--- config.mk ---
export PLATFORM = sky130hd
export DESIGN_NAME = fsync_par_port
export DESIGN_NICKNAME = d
export VERILOG_FILES = /design/src/rtl/fsp_pkg.sv /design/src/rtl/fsp_sync_edge.sv /design/src/rtl/fsp_line_seq.sv /design/src/rtl/fsp_rx_hold.sv /design/src/rtl/fsync_par_port.sv
export SDC_FILE = /design/constraint.sdc
export NUM_CORES = 1
export LEC_CHECK = 0
export CAP_MARGIN = 10
export CORE_MARGIN = 1.5
export CORE_UTILIZATION = 38
export CTS_CLUSTER_SIZE = 40
export DETAILED_ROUTE_END_ITERATION = 12
export PLACE_DENSITY_LB_ADDON = 0.08
export SLEW_MARGIN = 30
export SYNTH_ARGS = -nofsm -noshare
export SYNTH_HDL_FRONTEND = slang
export SYNTH_SLANG_ARGS = --single-unit
--- constraint.sdc ---
create_clock -name clk -period 2.5 [get_ports clk]
set_input_delay 0.5 -clock clk [delete_from_list [all_inputs] [get_ports clk]]
set_output_delay 0.5 -clock clk [all_outputs]
set_load 0.01 [all_outputs]
--- src/rtl/fsp_pkg.sv ---
package fsp_pkg;
   typedef enum logic [1:0] {
      PH_IDLE = 2'd0,
      PH_GAP  = 2'd1,
      PH_WAIT = 2'd2,
      PH_XFER = 2'd3
   } phase_t;
endpackage

--- src/rtl/fsp_sync_edge.sv ---
module fsp_sync_edge (
   input  logic clk,
   input  logic rst_n,
   input  logic fs_raw,
   input  logic fs_low,
   output logic fs_rise
);
   logic fs_act;
   logic fs_act_q;

   assign fs_act  = fs_raw ^ fs_low;
   assign fs_rise = fs_act & ~fs_act_q;

   always_ff @(posedge clk or negedge rst_n) begin
      if (!rst_n) fs_act_q <= 1'b0;
      else        fs_act_q <= fs_act;
   end
endmodule

--- src/rtl/fsp_line_seq.sv ---
module fsp_line_seq
   import fsp_pkg::*;
#(
   parameter int CNT_W = 16
) (
   input  logic             clk,
   input  logic             rst_n,
   input  logic             fs_rise,
   input  logic             cfg_tx,
   input  logic [CNT_W-1:0] cfg_delay,
   input  logic [CNT_W-1:0] cfg_count,
   output logic             beat,
   output logic             last_beat,
   output logic             line_is_tx,
   output logic             preempt
);
   localparam logic [CNT_W-1:0] ZERO = '0;
   localparam logic [CNT_W-1:0] ONE  = {{(CNT_W-1){1'b0}}, 1'b1};

   phase_t           phase;
   logic [CNT_W-1:0] dly_left;
   logic [CNT_W-1:0] smp_left;
   logic             go;

   assign go        = fs_rise && (cfg_count != ZERO);
   assign beat      = (phase == PH_XFER) && !go;
   assign last_beat = beat && (smp_left == ONE);
   assign preempt   = go && (phase != PH_IDLE);

   always_ff @(posedge clk or negedge rst_n) begin
      if (!rst_n) begin
         phase      <= PH_IDLE;
         dly_left   <= ZERO;
         smp_left   <= ZERO;
         line_is_tx <= 1'b0;
      end else if (go) begin
         line_is_tx <= cfg_tx;
         dly_left   <= cfg_delay;
         smp_left   <= cfg_count;
         if (cfg_tx) phase <= (cfg_delay == ZERO) ? PH_XFER : PH_WAIT;
         else        phase <= PH_GAP;
      end else begin
         unique case (phase)
            PH_GAP:  phase <= (dly_left == ZERO) ? PH_XFER : PH_WAIT;
            PH_WAIT: begin
               dly_left <= dly_left - ONE;
               if (dly_left == ONE) phase <= PH_XFER;
            end
            PH_XFER: begin
               smp_left <= smp_left - ONE;
               if (smp_left == ONE) phase <= PH_IDLE;
            end
            default: ;
         endcase
      end
   end

   assert_zero_count_idle_R8: assert property (@(posedge clk) disable iff (!rst_n)
      (phase == PH_IDLE && cfg_count == ZERO) |=> phase == PH_IDLE);
   assert_xfer_has_work_R3: assert property (@(posedge clk) disable iff (!rst_n)
      phase == PH_XFER |-> smp_left != ZERO);
   assert_last_then_idle_R3: assert property (@(posedge clk) disable iff (!rst_n)
      last_beat |=> phase == PH_IDLE);
   assert_gap_one_cycle_R2: assert property (@(posedge clk) disable iff (!rst_n)
      (phase == PH_GAP && !go) |=> (phase == PH_WAIT || phase == PH_XFER));
   assert_preempt_restart_R5: assert property (@(posedge clk) disable iff (!rst_n)
      (preempt && !cfg_tx) |=> phase == PH_GAP);
endmodule

--- src/rtl/fsp_rx_hold.sv ---
module fsp_rx_hold #(
   parameter int DATA_W = 16
) (
   input  logic              clk,
   input  logic              rst_n,
   input  logic              cap,
   input  logic              cap_last,
   input  logic [DATA_W-1:0] din,
   input  logic              ready,
   output logic [DATA_W-1:0] data,
   output logic              valid,
   output logic              last,
   output logic              overrun
);
   always_ff @(posedge clk or negedge rst_n) begin
      if (!rst_n) begin
         data    <= '0;
         valid   <= 1'b0;
         last    <= 1'b0;
         overrun <= 1'b0;
      end else begin
         overrun <= cap && valid && !ready;
         if (cap) begin
            data  <= din;
            last  <= cap_last;
            valid <= 1'b1;
         end else if (ready) begin
            valid <= 1'b0;
         end
      end
   end

   assert_hold_stable_R9: assert property (@(posedge clk) disable iff (!rst_n)
      (valid && !ready && !cap) |=> (valid && $stable(data) && $stable(last)));
   assert_overrun_flag_R9: assert property (@(posedge clk) disable iff (!rst_n)
      (cap && valid && !ready) |=> overrun);
endmodule

--- src/rtl/fsync_par_port.sv ---
module fsync_par_port #(
   parameter int DATA_W     = 16,
   parameter int CNT_W      = 16,
   parameter bit SUPPORT_TX = 1'b1
) (
   input  logic              clk,
   input  logic              rst_n,
   input  logic              cfg_tx,
   input  logic              cfg_fs_low,
   input  logic [CNT_W-1:0]  cfg_delay,
   input  logic [CNT_W-1:0]  cfg_count,
   input  logic              fs_in,
   input  logic [DATA_W-1:0] bus_in,
   output logic [DATA_W-1:0] bus_out,
   output logic              bus_oe,
   input  logic [DATA_W-1:0] tx_data,
   output logic              tx_take,
   output logic [DATA_W-1:0] rx_data,
   output logic              rx_valid,
   output logic              rx_last,
   input  logic              rx_ready,
   output logic              rx_overrun,
   output logic              line_truncated
);
   if (DATA_W < 1) begin : g_bad_data_w
      $error("fsync_par_port: DATA_W must be at least 1");
   end
   if (CNT_W < 2 || CNT_W > 32) begin : g_bad_cnt_w
      $error("fsync_par_port: CNT_W must be within 2..32");
   end

   logic fs_rise;
   logic beat;
   logic last_beat;
   logic line_is_tx;
   logic preempt;
   logic rx_cap;

   fsp_sync_edge u_edge (
      .clk     (clk),
      .rst_n   (rst_n),
      .fs_raw  (fs_in),
      .fs_low  (cfg_fs_low),
      .fs_rise (fs_rise)
   );

   fsp_line_seq #(.CNT_W(CNT_W)) u_seq (
      .clk        (clk),
      .rst_n      (rst_n),
      .fs_rise    (fs_rise),
      .cfg_tx     (cfg_tx),
      .cfg_delay  (cfg_delay),
      .cfg_count  (cfg_count),
      .beat       (beat),
      .last_beat  (last_beat),
      .line_is_tx (line_is_tx),
      .preempt    (preempt)
   );

   assign rx_cap = beat && !line_is_tx;

   fsp_rx_hold #(.DATA_W(DATA_W)) u_rx (
      .clk      (clk),
      .rst_n    (rst_n),
      .cap      (rx_cap),
      .cap_last (last_beat),
      .din      (bus_in),
      .ready    (rx_ready),
      .data     (rx_data),
      .valid    (rx_valid),
      .last     (rx_last),
      .overrun  (rx_overrun)
   );

   always_ff @(posedge clk or negedge rst_n) begin
      if (!rst_n) line_truncated <= 1'b0;
      else        line_truncated <= preempt;
   end

   if (SUPPORT_TX) begin : g_tx
      assign tx_take = beat && line_is_tx;
      always_ff @(posedge clk or negedge rst_n) begin
         if (!rst_n) begin
            bus_out <= '0;
            bus_oe  <= 1'b0;
         end else begin
            bus_oe <= tx_take;
            if (tx_take) bus_out <= tx_data;
         end
      end
      assert_oe_not_in_rx_R4: assert property (@(posedge clk) disable iff (!rst_n)
         rx_cap |-> !bus_oe);
   end else begin : g_rx_only
      assign tx_take = 1'b0;
      assign bus_out = '0;
      assign bus_oe  = 1'b0;
   end

   assert_trunc_single_R6: assert property (@(posedge clk) disable iff (!rst_n)
      line_truncated |=> !line_truncated);
endmodule

==> results.py <==
metrics = {
    "floorplanning": {
        "pin_count": 108,
        "row_count": 34,
        "start_util_pct": 39.7,
        "fp.dieH_um": 99.0,
        "coreArea_sq_um": 8810,
        "die_area_sq_um": 9790,
        "die_w_um": 99.0,
    },
    "timing": {
        "period_minus_slack_ps": 2430,
        "final_hold_viol_count": 0,
        "setup_slack_ps": 65.8,
        "drv_slew": 0,
        "worstMarginPinSlew_ps": 518,
        "grt_setup_unrepaired": "yes",
        "max_freq_mhz": 411,
        "setup_viol": 0,
        "skew_ps": 6.04,
        "relSlewSlack_pct": 65.5,
        "setup_tns_ps": 0,
        "fin_crit_sh_pct": 97.4,
    },
    "clock_network": {
        "cts_tree": "done",
        "clk_pin_slew_ps": 80,
        "htreeDepth": 3,
        "cts_sinks": 73,
        "cts_setup_buffers": 0,
        "cts_made_buffers": 9,
        "clock_latency_ps": 340,
        "clockBufferDepth": 2,
        "ctsHoldBuffers": 0,
        "cts-root-buf": "clkbuf_8",
    },
    "worst_setup_path": {
        "arrival_ps": 1930,
        "critPathLaunchType": "primary input",
        "criticalPathCategory": "in -> out",
        "cp-end-kind": "primary output",
        "critPathMaxFanout": 2,
        "crit_required_ps": 2000,
    },
    "pwr": {
        "power.leakage_nw": 2.03,
        "power.density_nw_per_um2": 1040,
        "ir_drop_v": 0.000390,
    },
    "synth": {
        "yosys.area.top_type": "dfrtp_1",
        "syn_area_sq_um": 3500,
        "synthTopCellsByArea": "dfrtp_1, mux2_2, nand2_1, xnor2_1, o21ai_0",
        "ys.flop_type": "dfrtp_1",
        "synth_fp_nets": 399,
        "syn_avg_cell_area_sq_um": 10.9,
        "async_reset_ff_share_pct": 100,
        "yosys.area.top_type_share_pct": 52.2,
        "synth.top_cells.by_count": "dfrtp_1, nand2_1, mux2_2",
        "synth_seq_cells": 73,
        "yosys_warnings": 0,
        "synth_edf_count": 0,
        "synth_seq_area_share_pct": 52.2,
        "synth_most_common_cell": "dfrtp_1",
        "syn_inst": 322,
        "synth.distinct_cells": 43,
    },
    "global_routing": {
        "grt_usage_pct": 17.6,
        "grt_pass1_vias": 2750,
        "gr-total-overflow": 0,
        "antenna_found_initial": 0,
        "grt_max_degree": 40,
        "grt_pass1_wl_um": 13600,
    },
    "detailed_routing": {
        "vias": 2806,
        "postRouteAntennaNets": 0,
        "drt_wl_total_um": 7990,
        "wl_per_cell_um": 14.3,
        "dr.pass1.iters": 9,
        "drc": 11,
        "avgViaCountPerCell": 5.04,
        "drtIter0Drc": 104,
    },
    "run_status": {
        "violations": "DRC",
        "status": "finished, violations left",
    },
    "placed_design": {
        "place_area_sq_um": 4790,
        "place_ws_ps": -455,
        "gp_congestion": 0.786,
        "dp_hpwl_um": 5970,
        "dpl.cell_count": 541,
        "port_buffers": 107,
    },
    "finish": {
        "area_growth_pct": 44.7,
        "diodes": 0,
        "final_area_sq_um": 5060,
        "stdcell_count": 557,
        "drive_gt1_share_pct": 17.8,
        "final_nets": 521,
    },
    "run": {
        "cap_violations": 0,
    },
    "min_path": {
        "hold_class": "in -> async",
    },
}
-- routing by layer --
layer  GRT usage (%)  part of all wire [%]
met1            23.8                    47
met4            4.40                  0.89
met2            28.4                    47
met5               0                     0
met3            4.26                   5.8
-- cell families (layout without fill, tap and decap cells) --
group | Yosys count | in the layout | synth area share (%)
DFF | 73 | 73 | 52.2
and+or+nand+nor | 116 | 116 | 17.9
xor gates and xnor gates | 30 | 30 | 7.51
adders and majority gates | 7 | 7 | 2.50
AOI/OAI and AO/OA | 43 | 43 | 6.65
buffers and inverters | 21 | 148 | 2.90
muxes | 32 | 32 | 10.3
-- worst max-delay path: stages --
cell,delay (ps)
clkdlybuf4s50_1,440
nor4_2,300
buf_4,160
nand4_1,120
nand2_1,120
and3_4,210
buf_6,100
-- stage by stage --
| step | hold slack [ps] | utilization [%] | power (mW) |
|---|---|---|---|
| final | 131 | 57.5 | 5.24 |
| after global routing | 157 | 57.5 | 5.63 |
| after CTS | 140 | 57.3 | 5.30 |
| after detailed placement | 494 | 54.4 | 4.14 |
| after global placement | 488 | 54.4 | 4.09 |
| after floorplan | 204 | - | 3.14 |
-- sequential cells by signal, summed over array words and instances (netlist names) --
name / count
bus_out: 16
u_rx.data: 16
u_seq.dly_left: 16
u_seq.smp_left: 16
u_seq.phase: 2
bus_oe: 1
line_truncated: 1
u_edge.fs_act_q: 1
u_rx.last: 1
u_rx.overrun: 1
u_rx.valid: 1
u_seq.line_is_tx: 1
-- final cells by class --
class                           instances  area (sq um)
Fill cell                             786          3740
Multi-Input combinational cell        228          1600
Clock buffer                           11           141
Clock inverter                          5           103
Sequential cell                        73          1830
Timing Repair Buffer                  125          1230
Inverter                                7          26.3
Tap cell                              108           135
-- worst paths after layout --
kind	start	endpoint	slack [ps]	depth (start not counted)
worst min register to register	u_rx.data[7]	u_rx.data[7]	510	1
max in group asynchronous	rst_n	u_seq.dly_left[11]	1690	2
worst max-delay path	cfg_count[1]	tx_take	70	7
worst max register to register	u_seq.phase[1]	u_seq.phase[1]	240	6
worst min-delay path	rst_n	u_seq.smp_left[0]	130	1
min in group clk	cfg_count[6]	u_seq.smp_left[6]	430	3
-- power breakdown --
part / leakage (nW) / internal, mW / switching [mW]
Sequential: 0.882 / 1.67 / 0.371
Clock: 0.120 / 0.689 / 0.440
Combinational: 1.02 / 1.24 / 0.838
Total: 2.03 / 3.59 / 1.65
-- layout by cell type, fill, tap and decap left out, types with 3 or more instances in the layout --
master	Yosys	layout
clkdlybuf4s50_1	0	103
dfrtp_1	73	73
nand2_1	45	45
mux2_2	32	32
o21ai_0	30	30
xnor2_1	19	19
buf_4	1	17
nor4_1	16	13
nor2_1	13	13
xor2_1	11	11
clkbuf_8	0	10
nor3_1	9	9
inv_1	7	7
ha_1	7	6
nand3_1	5	5
nor4_2	0	3
nand4_1	3	3
a21oi_1	3	3
o21ai_1	3	3
or3_1	3	3
bufinv_16	0	3
-- timing repair --
action	CTS	global route
gates resized for setup	8	4
cloned	0	0
setup endpoints to repair	1	3
pin swaps	2	3
(Power assumes the default switching activity.)
